===== config.mk =====
export PLATFORM = sky130hd
export DESIGN_NAME = tod_alarm_unit
export DESIGN_NICKNAME = d
export VERILOG_FILES = /design/src/rtl/tod_alarm_pkg.sv /design/src/rtl/tod_ge_cmp.sv /design/src/rtl/sec_wrap_detect.sv /design/src/rtl/flag_cell.sv /design/src/rtl/tod_alarm_unit.sv
export SDC_FILE = /design/constraint.sdc
export NUM_CORES = 1
export LEC_CHECK = 0
export ABC_CLOCK_PERIOD_IN_PS = 4850
export CORE_MARGIN = 4
export CORE_UTILIZATION = 30
export CTS_CLUSTER_DIAMETER = 200
export DETAILED_ROUTE_END_ITERATION = 8
export DONT_BUFFER_PORTS = 1
export PLACE_DENSITY = 0.44
export RECOVER_POWER = 50
export SYNTH_ARGS = -nofsm -noshare
export SYNTH_HDL_FRONTEND = slang
export SYNTH_SLANG_ARGS = --single-unit

===== constraint.sdc =====
create_clock -name clk -period 4.85 [get_ports clk]
set_input_delay 0.485 -clock clk [delete_from_list [all_inputs] [get_ports clk]]
set_output_delay 0.485 -clock clk [all_outputs]
set_load 0.1 [all_outputs]

===== src/rtl/tod_alarm_pkg.sv =====
// Package: shared register addresses, flag indices and control bit positions
// for the time-of-day target compare unit.
package tod_alarm_pkg;
    localparam int ADDR_W = 2;

    typedef enum logic [ADDR_W-1:0] {
        REG_TGT_SEC = 2'd0,
        REG_TGT_NS  = 2'd1,
        REG_STATUS  = 2'd2,
        REG_CTRL    = 2'd3
    } reg_addr_e;

    localparam int N_FLAGS     = 3;
    localparam int FLG_REACHED = 0;
    localparam int FLG_LATE    = 1;
    localparam int FLG_WRAP    = 2;

    localparam int CTRL_MODE_BIT = 0;
    localparam int CTRL_EN_LSB   = 1;
endpackage


===== src/rtl/tod_ge_cmp.sv =====
// Module: tod_ge_cmp
// Reports whether time A is at or after time B. Both times are given as
// seconds plus nanoseconds. Assumes both nanosecond fields are already below
// one second, so comparing the seconds first and then the nanoseconds gives
// the true order.
module tod_ge_cmp #(
    parameter int SEC_W = 32,
    parameter int NS_W  = 30
) (
    input  logic [SEC_W-1:0] a_sec,
    input  logic [NS_W-1:0]  a_ns,
    input  logic [SEC_W-1:0] b_sec,
    input  logic [NS_W-1:0]  b_ns,
    output logic             a_ge_b
);
    // Seconds decide; the nanoseconds break a tie only.
    always_comb begin
        if (a_sec != b_sec) a_ge_b = (a_sec > b_sec);
        else                a_ge_b = (a_ns >= b_ns);
    end
endmodule


===== src/rtl/sec_wrap_detect.sv =====
// Module: sec_wrap_detect
// Flags the cycle in which the seconds input steps from all ones to zero.
// Assumes the seconds input is sampled every cycle. The first cycle after
// reset never flags, because there is no earlier sample to compare with yet.
module sec_wrap_detect #(
    parameter int SEC_W = 32
) (
    input  logic             clk,
    input  logic             rst_n,
    input  logic [SEC_W-1:0] sec,
    output logic             wrap
);
    logic [SEC_W-1:0] prev_sec;
    logic             prev_valid;

    // Remember last cycle's seconds and whether that sample is meaningful.
    always_ff @(posedge clk) begin
        if (!rst_n) begin
            prev_sec   <= '0;
            prev_valid <= 1'b0;
        end else begin
            prev_sec   <= sec;
            prev_valid <= 1'b1;
        end
    end

    // Wrap: previous sample all ones, current sample zero.
    always_comb wrap = prev_valid && (&prev_sec) && (sec == '0);
endmodule


===== src/rtl/flag_cell.sv =====
// Module: flag_cell
// One sticky status bit. A set always wins over a clear in the same cycle.
// Assumes the set and clear inputs are single-cycle requests.
module flag_cell (
    input  logic clk,
    input  logic rst_n,
    input  logic set_i,
    input  logic clr_i,
    output logic flag_o
);
    // Hold the flag; set has priority over clear.
    always_ff @(posedge clk) begin
        if (!rst_n)     flag_o <= 1'b0;
        else if (set_i) flag_o <= 1'b1;
        else if (clr_i) flag_o <= 1'b0;
    end

    assert_set_wins_R10: assert property (@(posedge clk) disable iff (!rst_n)
        set_i |=> flag_o);

    assert_clear_takes_R8: assert property (@(posedge clk) disable iff (!rst_n)
        (clr_i && !set_i) |=> !flag_o);
endmodule


===== src/rtl/tod_alarm_unit.sv =====
// Module: tod_alarm_unit (top)
// Compares a free-running time of day with a committed target time. It keeps
// the reached, late-target and seconds-wrap flags as sticky bits, clears them
// either on a status read or by writing 1 (picked by a control bit), and drives
// a gated level interrupt. Assumes the time input is valid (nanoseconds below
// NS_LIMIT) and that SEC_W is at least NS_W and at least N_FLAGS + 1.
module tod_alarm_unit
    import tod_alarm_pkg::*;
#(
    parameter int SEC_W    = 32,
    parameter int NS_W     = 30,
    parameter int NS_LIMIT = 1_000_000_000
) (
    input  logic              clk,
    input  logic              rst_n,
    input  logic [SEC_W-1:0]  tod_sec,
    input  logic [NS_W-1:0]   tod_ns,
    input  logic              reg_wr,
    input  logic              reg_rd,
    input  logic [ADDR_W-1:0] reg_addr,
    input  logic [SEC_W-1:0]  reg_wdata,
    output logic [SEC_W-1:0]  reg_rdata,
    output logic              irq
);
    localparam int                NS_PAD  = SEC_W - NS_W;
    localparam int                FLG_PAD = SEC_W - N_FLAGS;
    localparam int                CTL_PAD = SEC_W - N_FLAGS - 1;
    localparam logic [SEC_W-1:0]  NS_MAX  = SEC_W'(NS_LIMIT);

    reg_addr_e          addr;
    logic [SEC_W-1:0]   tgt_sec;
    logic [NS_W-1:0]    tgt_ns;
    logic               armed;
    logic               clr_mode_w1c;
    logic [N_FLAGS-1:0] irq_en;
    logic [N_FLAGS-1:0] flags;
    logic [N_FLAGS-1:0] set_vec;
    logic [N_FLAGS-1:0] clr_vec;

    logic wr_sec, wr_ns_any, ns_ok, commit, wr_stat, rd_stat, wr_ctrl;
    logic ge_live, late, hit, wrap;

    // Decode the register strobes.
    always_comb begin
        addr      = reg_addr_e'(reg_addr);
        wr_sec    = reg_wr && (addr == REG_TGT_SEC);
        wr_ns_any = reg_wr && (addr == REG_TGT_NS);
        wr_stat   = reg_wr && (addr == REG_STATUS);
        wr_ctrl   = reg_wr && (addr == REG_CTRL);
        rd_stat   = reg_rd && (addr == REG_STATUS);
        ns_ok     = (reg_wdata < NS_MAX);
        commit    = wr_ns_any && ns_ok;
    end

    // Live compare: current time against the held target.
    tod_ge_cmp #(.SEC_W(SEC_W), .NS_W(NS_W)) u_cmp_live (
        .a_sec (tod_sec),
        .a_ns  (tod_ns),
        .b_sec (tgt_sec),
        .b_ns  (tgt_ns),
        .a_ge_b(ge_live)
    );

    // Commit-time compare: current time against the target being written.
    tod_ge_cmp #(.SEC_W(SEC_W), .NS_W(NS_W)) u_cmp_commit (
        .a_sec (tod_sec),
        .a_ns  (tod_ns),
        .b_sec (tgt_sec),
        .b_ns  (reg_wdata[NS_W-1:0]),
        .a_ge_b(late)
    );

    sec_wrap_detect #(.SEC_W(SEC_W)) u_wrap (
        .clk  (clk),
        .rst_n(rst_n),
        .sec  (tod_sec),
        .wrap (wrap)
    );

    // Reached fires only on an armed target that is not being rewritten.
    always_comb hit = armed && ge_live && !wr_sec && !commit;

    // Target and control registers.
    always_ff @(posedge clk) begin
        if (!rst_n) begin
            tgt_sec      <= '0;
            tgt_ns       <= '0;
            clr_mode_w1c <= 1'b0;
            irq_en       <= '0;
        end else begin
            if (wr_sec) tgt_sec <= reg_wdata;
            if (commit) tgt_ns  <= reg_wdata[NS_W-1:0];
            if (wr_ctrl) begin
                clr_mode_w1c <= reg_wdata[CTRL_MODE_BIT];
                irq_en       <= reg_wdata[CTRL_EN_LSB +: N_FLAGS];
            end
        end
    end

    // Arm state: disarm on a seconds write, arm on a timely commit, drop after firing.
    always_ff @(posedge clk) begin
        if (!rst_n)      armed <= 1'b0;
        else if (wr_sec) armed <= 1'b0;
        else if (commit) armed <= !late;
        else if (hit)    armed <= 1'b0;
    end

    // Hardware set requests and software clear requests for each flag.
    always_comb begin
        set_vec              = '0;
        set_vec[FLG_REACHED] = hit;
        set_vec[FLG_LATE]    = commit && late;
        set_vec[FLG_WRAP]    = wrap;
        if (clr_mode_w1c) clr_vec = wr_stat ? reg_wdata[N_FLAGS-1:0] : '0;
        else              clr_vec = rd_stat ? '1 : '0;
    end

    for (genvar gi = 0; gi < N_FLAGS; gi++) begin : g_flag
        flag_cell u_flag (
            .clk   (clk),
            .rst_n (rst_n),
            .set_i (set_vec[gi]),
            .clr_i (clr_vec[gi]),
            .flag_o(flags[gi])
        );
    end

    // Read-back multiplexer, combinational.
    always_comb begin
        unique case (addr)
            REG_TGT_SEC: reg_rdata = tgt_sec;
            REG_TGT_NS:  reg_rdata = {{NS_PAD{1'b0}}, tgt_ns};
            REG_STATUS:  reg_rdata = {{FLG_PAD{1'b0}}, flags};
            default:     reg_rdata = {{CTL_PAD{1'b0}}, irq_en, clr_mode_w1c};
        endcase
    end

    // Level interrupt from the enabled flags.
    always_comb irq = |(flags & irq_en);

    assert_reach_on_time_R3: assert property (@(posedge clk) disable iff (!rst_n)
        $rose(flags[FLG_REACHED]) |-> $past(armed && ge_live));

    assert_fire_once_R4: assert property (@(posedge clk) disable iff (!rst_n)
        hit |=> !armed);

    assert_late_no_arm_R5: assert property (@(posedge clk) disable iff (!rst_n)
        (commit && late) |=> !armed);

    assert_bad_ns_ignored_R6: assert property (@(posedge clk) disable iff (!rst_n)
        (wr_ns_any && !ns_ok) |=> $stable(tgt_ns));

    assert_wrap_from_zero_R7: assert property (@(posedge clk) disable iff (!rst_n)
        $rose(flags[FLG_WRAP]) |-> $past(tod_sec == '0));

    assert_w1c_read_keeps_R9: assert property (@(posedge clk) disable iff (!rst_n)
        (clr_mode_w1c && rd_stat && !wr_stat) |=> (($past(flags) & ~flags) == '0));

    assert_irq_has_source_R11: assert property (@(posedge clk) disable iff (!rst_n)
        irq |-> (flags != '0));
endmodule


==> flow_summary.yaml, run 1 <==
status:
  outcome: "finished with violations"
  violations: "max-capacitance violations, max-slew violations"
placement:
  dp_slack_ns: 2.13
  port_buffers: 0
  dpl.cell_count: 1028
  place.gp.congestion: 0.811
  hpwl_um: 16500
logic_synthesis:
  yosys.area_share.simple_pct: 21.0
  syn-num-nets: 966
  avgSynthCellArea_um2: 8.53
  synth_top_family_by_area: "simple AND/OR/NAND/NOR gates"
  synth-compound-area-share_pct: 13.2
  synth_fa_ha_area_share_pct: 17.4
  ys_ff_latch: 103
  async_flop_share_pct: 0
  ys_seq_area_share_pct: 31.2
  yosysWarnings: 0
  synth.distinct_cells: 51
  synth_enable_flop_cells: 0
  synth_top_cell_area_share_pct: 31.2
  synth_xor_area_share_pct: 0
  synth_top_cell_by_area: "dfxtp_1"
  synth_area_um2: 6610
  synth_cells: 774
  synthTopCellsByArea: "dfxtp_1, ha_1, mux2i_1"
  synthFlopType: "dfxtp_1"
  muxShareOfSynthArea_pct: 9.36
pwr:
  ir_drop_uv: 116
  pwr_density_cell_nw_per_um2: 260
  cellLeakagePower_uw: 0.00302
sta:
  finalCritPeriodShare_pct: 53.8
  grt_setup_unrepaired: "false"
  hold_viol_final: 0
  slew_violations: 33
  max_freq_ghz: 0.383
  worst_slew_pin_slew_ns: 1.71
  finalWorstSetupSlack_ns: 2.24
  slew-limit-headroom_pct: -13.9
  setup_viol: 0
  setup_tns_ns: 0
  finClkSkew_ns: 0.00563
  fin_crit_ns: 2.61
global_route:
  grt_first_pass_wirelength_um: 31100
  antenna_found_initial: 0
  overflow: 0
  grt_pass1_vias: 5323
  grt_start_max_net_pins: 105
  grt.total_usage_pct: 16.7
final_layout:
  area_delta_synth_final_pct: 9.43
  fin_nets: 951
  final_layout_size_suffix_gt1_share_pct: 7.98
  fin_cells: 1044
  diodes: 0
critical_path:
  crit_chain: "inv_1, ha_1, and4_1, nand4bb_1, nor4_4, nand4_1, a211oi_1, nor3_2, o21a_1"
  max_stage_delay_ns: 0.55
  cp_max_fo: 3
  r2r-start: "tgt_sec[19]"
  critPathCaptureType: "flop"
  required_ns: 5.10
  regToRegEndpoint: "g_flag[1].u_flag.flag_o"
  rr_worst_depth: 9
  cp.arrival_ns: 2.86
  critPathLaunchType: "flop"
  critPathKind: "reg -> reg"
  critPathSlowestCell: "nor4_4"
  r2r_slack_ns: 2.24
routing:
  dr.first_iter.drc_count: 231
  routed-via-count: 5104
  wl_um: 20500
  wl_per_cell_um: 19.7
  viasPerCell: 4.89
  dr.pass1.iters: 4
  drc_errors: 0
  ant_nets: 0
clock_tree:
  cts_tree: "done"
  clock_sinks: 103
  root_buffer: "clkbuf_16"
  postCtsResizedCells: 0
  ctsHoldBuffers: 0
  clk_latency_ns: 0.35
  clockBufferDepth: 2
  path_clk_slew_ns: 0.07
  h-tree-depth: 3
  cts_setup_buffers: 0
  cts_buffers: 9
worst_hold_path:
  holdPathEnd: "u_wrap.prev_valid"
  hold_depth: 0
  worstHoldStart: "rst_n"
  min_path_type: "in -> reg"
floorplan:
  core_um2: 21800
  rows: 54
  die-area_um2: 24500
  die_w_um: 156
  ios: 133
  die_h_um: 156
  start_util_pct: 30.4
run:
  maxCapViolations: 1
-- worst max-delay path by stage --
stage / from / to / slack [ns] / cells past startpoint
6_report: tgt_sec[19] / g_flag[1].u_flag.flag_o / 2.24 / 9
3_3_place_gp: tod_sec[27] / g_flag[1].u_flag.flag_o / 2.18 / 8
3_5_place_dp: tod_sec[27] / g_flag[1].u_flag.flag_o / 2.13 / 8
5_1_grt: tgt_sec[27] / g_flag[1].u_flag.flag_o / 2.03 / 9
2_1_floorplan: reg_addr[0] / reg_rdata[30] / 1.32 / 3
4_1_cts: tgt_sec[27] / g_flag[1].u_flag.flag_o / 2.20 / 9
-- layout by cell type (no fill, tap or decap), types with 9 or more instances in the layout --
cell / synthesis / layout
a21boi_0: 33 / 33
a21oi_1: 37 / 37
and2_1: 60 / 58
clkbuf_16: 0 / 9
dfxtp_1: 103 / 103
ha_1: 92 / 92
inv_1: 95 / 95
mux2i_1: 55 / 55
nand2_1: 89 / 89
nand3_1: 12 / 12
nand4_1: 25 / 25
nor2_1: 38 / 12
nor2_2: 0 / 26
o21ai_0: 16 / 16
-- stage by stage --
step	instance area [um^2]	total power, uW	hold WS (ns)	util [%]
6_report	7230	1880	0.164	33.2
5_1_grt	7230	1970	0.141	33.2
4_1_cts	7230	1910	0.147	33.2
3_5_place_dp	6940	1170	0.459	31.9
3_3_place_gp	6940	1170	0.455	31.9
2_1_floorplan	6610	1130	0.443	-
-- cell families after synthesis --
kind of cell	count (synthesis)
AOI/OAI and AO/OA	129
adders and majority gates	92
buffers and inverters	125
DFF	103
muxes	58
and+or+nand+nor	267
-- layout make-up --
| class | count | area, um^2 |
|---|---|---|
| Tap cell | 280 | 350 |
| Clock buffer | 10 | 229 |
| Clock inverter | 6 | 61.3 |
| Sequential cell | 103 | 2060 |
| Fill cell | 2339 | 14500 |
| Timing Repair Buffer | 4 | 66.3 |
| Multi-Input combinational cell | 546 | 4100 |
| Inverter | 95 | 357 |
-- report_power, final --
group          internal [uW]  switching [uW]
Sequential               873            15.1
Combinational            108             152
Clock                    399             332
-- metal layers --
metal	routed length [um]	GRT usage, %
met3	1160	4.01
met1	10100	23.1
met4	326	4.67
met5	0	0
met2	8970	26.1
-- synth_stat cells, types with 12 or more instances --
master	count
mux2i_1	55
a21boi_0	33
nand3_1	12
a21oi_1	37
o21ai_0	16
nand2_1	89
ha_1	92
inv_1	95
and2_1	60
dfxtp_1	103
nor2_1	38
nand4_1	25
clkbuf_1	23
-- worst max-delay path: cells and delay by family, from the launching register on --
family	cells	cell delay, ns
simple gates	5	1.21
compound gates	2	0.52
flops	1	0.35
fa+ha+maj	1	0.33
buf+inv	1	0.09
-- flip-flops by register name, summed over array words and instances, names as in the netlist --
register and cells:
clr_mode_w1c 1, tgt_ns 30, u_wrap.prev_valid 1, irq_en 3
u_wrap.prev_sec 32, g_flag.u_flag.flag_o 3, armed 1, tgt_sec 32
Note: power is estimated with default switching activity, not from simulation.
==> run 2: changes to the inputs <==
ABC_AREA = 1   (was unset)
ABC_CLOCK_PERIOD_IN_PS = 2700   (was 4850)
clock period = 2.7 ns   (was 4.85 ns; I/O delays follow)
==> run 2 against run 1 <==
The flow now finishes without violations. Count of clock-buffer cells in the layout is 1 higher. Power is 88% higher. Design area is 4.1% higher. First-iteration DRC count is 7.4% higher. Sequential cell count stayed put. Die area is 3.1% lower. Setup slack worse by 1.7 ns. Clock skew is 0.0015 ns higher. Global-route usage is 0.90 points higher. Largest power group unchanged. Highest routed layer unchanged.
==> flow_summary.yaml, run 2 <==
logic_synthesis:
  avgSynthCellArea_um2: 7.14
  yosysMostFrequentCell: "nand2_1"
  synthFlopType: "dfxtp_1"
  synth_area_um2: 6390
  ys_ff_latch: 103
  synth_top_cell_by_area: "dfxtp_1"
  synth_top_cell_area_share_pct: 32.3
  ys_seq_area_share_pct: 32.3
  yosysWarnings: 0
  synthTopCellsByArea: "dfxtp_1, ha_1, nand2_1"
  synth_cells: 895
  synth_top_cells_by_count: "nand2_1, inv_1, a21oi_1"
  async_flop_share_pct: 0
  syn-num-nets: 1087
  synth.distinct_cells: 35
  synth_enable_flop_cells: 0
critical_path:
  critPathCaptureType: "flop"
  cp_top_family: "simple AND/OR/NAND/NOR gates"
  required_ns: 2.92
  critPathSlowestCell: "nand4_1"
  critPathKind: "in -> reg"
  r2r-start: "tgt_sec[7]"
  path_buf_inv: 3
  crit_chain: "inv_2, nor2_4, inv_2, nor2_4, nand4_1, clkbuf_2, o21ai_0, a21oi_1"
  cp.arrival_ns: 2.37
  critPathLaunchType: "input port"
  cp_max_fo: 21
  critPathLaunch: "reg_addr[0]"
  max_stage_delay_ns: 0.74
clock_tree:
  root_buffer: "clkbuf_16"
  h-tree-depth: 3
  clk_latency_ns: 0.35
  path_clk_slew_ns: 0.07
  cts_setup_buffers: 0
  clockBufferDepth: 2
  clock_sinks: 103
  cts_tree: "done"
  cts_buffers: 9
placement:
  dp_slack_ns: 0.803
  hpwl_um: 16300
  place.gp.congestion: 0.814
  port_buffers: 0
sta:
  worst_slew_pin_slew_ns: 1.16
  slew-limit-headroom_pct: 23.3
  setup_tns_ns: 0
  finalCritPeriodShare_pct: 79.5
  setup_viol: 0
  finalWorstSetupSlack_ns: 0.553
  fin_crit_ns: 2.15
  max_freq_ghz: 0.466
  slew_violations: 0
  worst_hold_slack_ns: 0.0186
  grt_setup_unrepaired: "false"
  finClkSkew_ns: 0.00709
  hold_viol_final: 0
pwr:
  comb_power_share_pct: 18.4
  power.share.clock_pct: 36.2
  pwr-share-seq_pct: 45.5
  pwr_density_cell_nw_per_um2: 469
  ir_drop_uv: 277
  cellLeakagePower_uw: 0.00343
  power_switching_uw: 1050
  power_switching_share_pct: 29.7
  p_int_uw: 2480
global_route:
  overflow: 0
  antenna_found_initial: 0
  grt_pass1_vias: 5749
  grt_start_max_net_pins: 100
  grt.total_usage_pct: 17.6
  grt_first_pass_wirelength_um: 32400
final_layout:
  final_cell_mix: "nand2_1, inv_1, a21oi_1, dfxtp_1, ha_1"
  fin_nets: 1128
  fill_cells: 2311
  final_layout_size_suffix_gt1_share_pct: 9.78
  reg_top3: "tgt_sec (32), u_wrap.prev_sec (32), tgt_ns (30)"
  diodes: 0
  area_delta_synth_final_pct: 17.8
  final_common_cell: "nand2_1"
routing:
  dr.pass1.iters: 4
  routed-via-count: 5841
  ant_nets: 0
  drc_errors: 0
  wl_um: 20800
  viasPerCell: 4.80
  dr.first_iter.drc_count: 248
  wl_per_cell_um: 17.1
floorplan:
  die_w_um: 154
  ios: 133
  core_um2: 21000
  start_util_pct: 30.5
  die-area_um2: 23700
  rows: 53
  die_h_um: 154
status:
  outcome: "complete, no violations"
run:
  maxCapViolations: 0
worst_hold_path:
  min_path_type: "in -> reg"
  worstHoldStart: "tod_sec[5]"
-- run 2: timing repair --
item                                   CTS  global route
gates resized for setup                  0             0
endpoints found under the hold margin   22             0
hold buffers                            22             0
-- run 2: cell type report --
class | instances | area, um^2 | share of cell area (%)
clock buffer | 11 | 253 | 3.36
clock inverter | 5 | 32.5 | 0.432
inverter | 168 | 631 | 8.38
multi-input combinational | 595 | 3720 | 49.4
sequential | 103 | 2060 | 27.4
tap | 275 | 344 | 4.57
timing repair buffer | 59 | 487 | 6.47
-- run 2: metal layers --
layer | share of wire (%) | wire (um) | track usage, %
met3 | 5.7 | 1180 | 4.62
met4 | 1.1 | 232 | 3.78
met5 | 0 | 0 | 0
met1 | 46 | 9520 | 23.0
met2 | 47 | 9860 | 29.4
-- run 2: worst reg2reg max path, cell delays in order (launching register included) --
cell and delay, ns:
dfxtp_1 0.32, inv_1 0.06, ha_1 0.29, nand2_1 0.09
nor2_1 0.18, nand2_1 0.09, nor2_1 0.16, nand3_1 0.12
nand2_1 0.07, nor2_1 0.06, a21oi_1 0.14, nand2_1 0.14
nand2_1 0.09, a21oi_2 0.03
-- run 2: worst paths after layout --
check / to / slack (ns) / cells past startpoint
setup / recovery: tgt_ns[20] / 0.55 / 8
hold / removal: u_wrap.prev_sec[5] / 0.02 / 2
setup reg to reg: armed / 0.72 / 13
hold reg to reg: armed / 0.48 / 2
-- run 2: power by group through the flow --
stage	clock, uW	combinational, uW	sequential, uW
detailed placement	0	629	1640
CTS	1340	661	1600
finish	1280	648	1600
global placement	0	626	1640
global route	1390	746	1610
floorplan	0	485	1630
-- run 2: logic make-up (layout without fill, tap and decap cells) --
group	Yosys count	in the layout	synth area share [%]
flops	103	103	32.3
fa+ha+maj	92	92	18.0
buf+inv	197	243	12.2
compound gates	224	224	18.6
simple gates	279	279	18.9
-- run 2: metrics by stage --
| step | cells | instance area, um^2 | util [%] | power [uW] |
|---|---|---|---|---|
| after floorplan | 895 | 6390 | - | 2120 |
| after global placement | 1178 | 7050 | 33.7 | 2270 |
| after detailed placement | 1178 | 7050 | 33.7 | 2270 |
| after CTS | 1216 | 7560 | 36.1 | 3610 |
| after global routing | 1216 | 7530 | 35.9 | 3750 |
| final | 1216 | 7530 | 35.9 | 3530 |
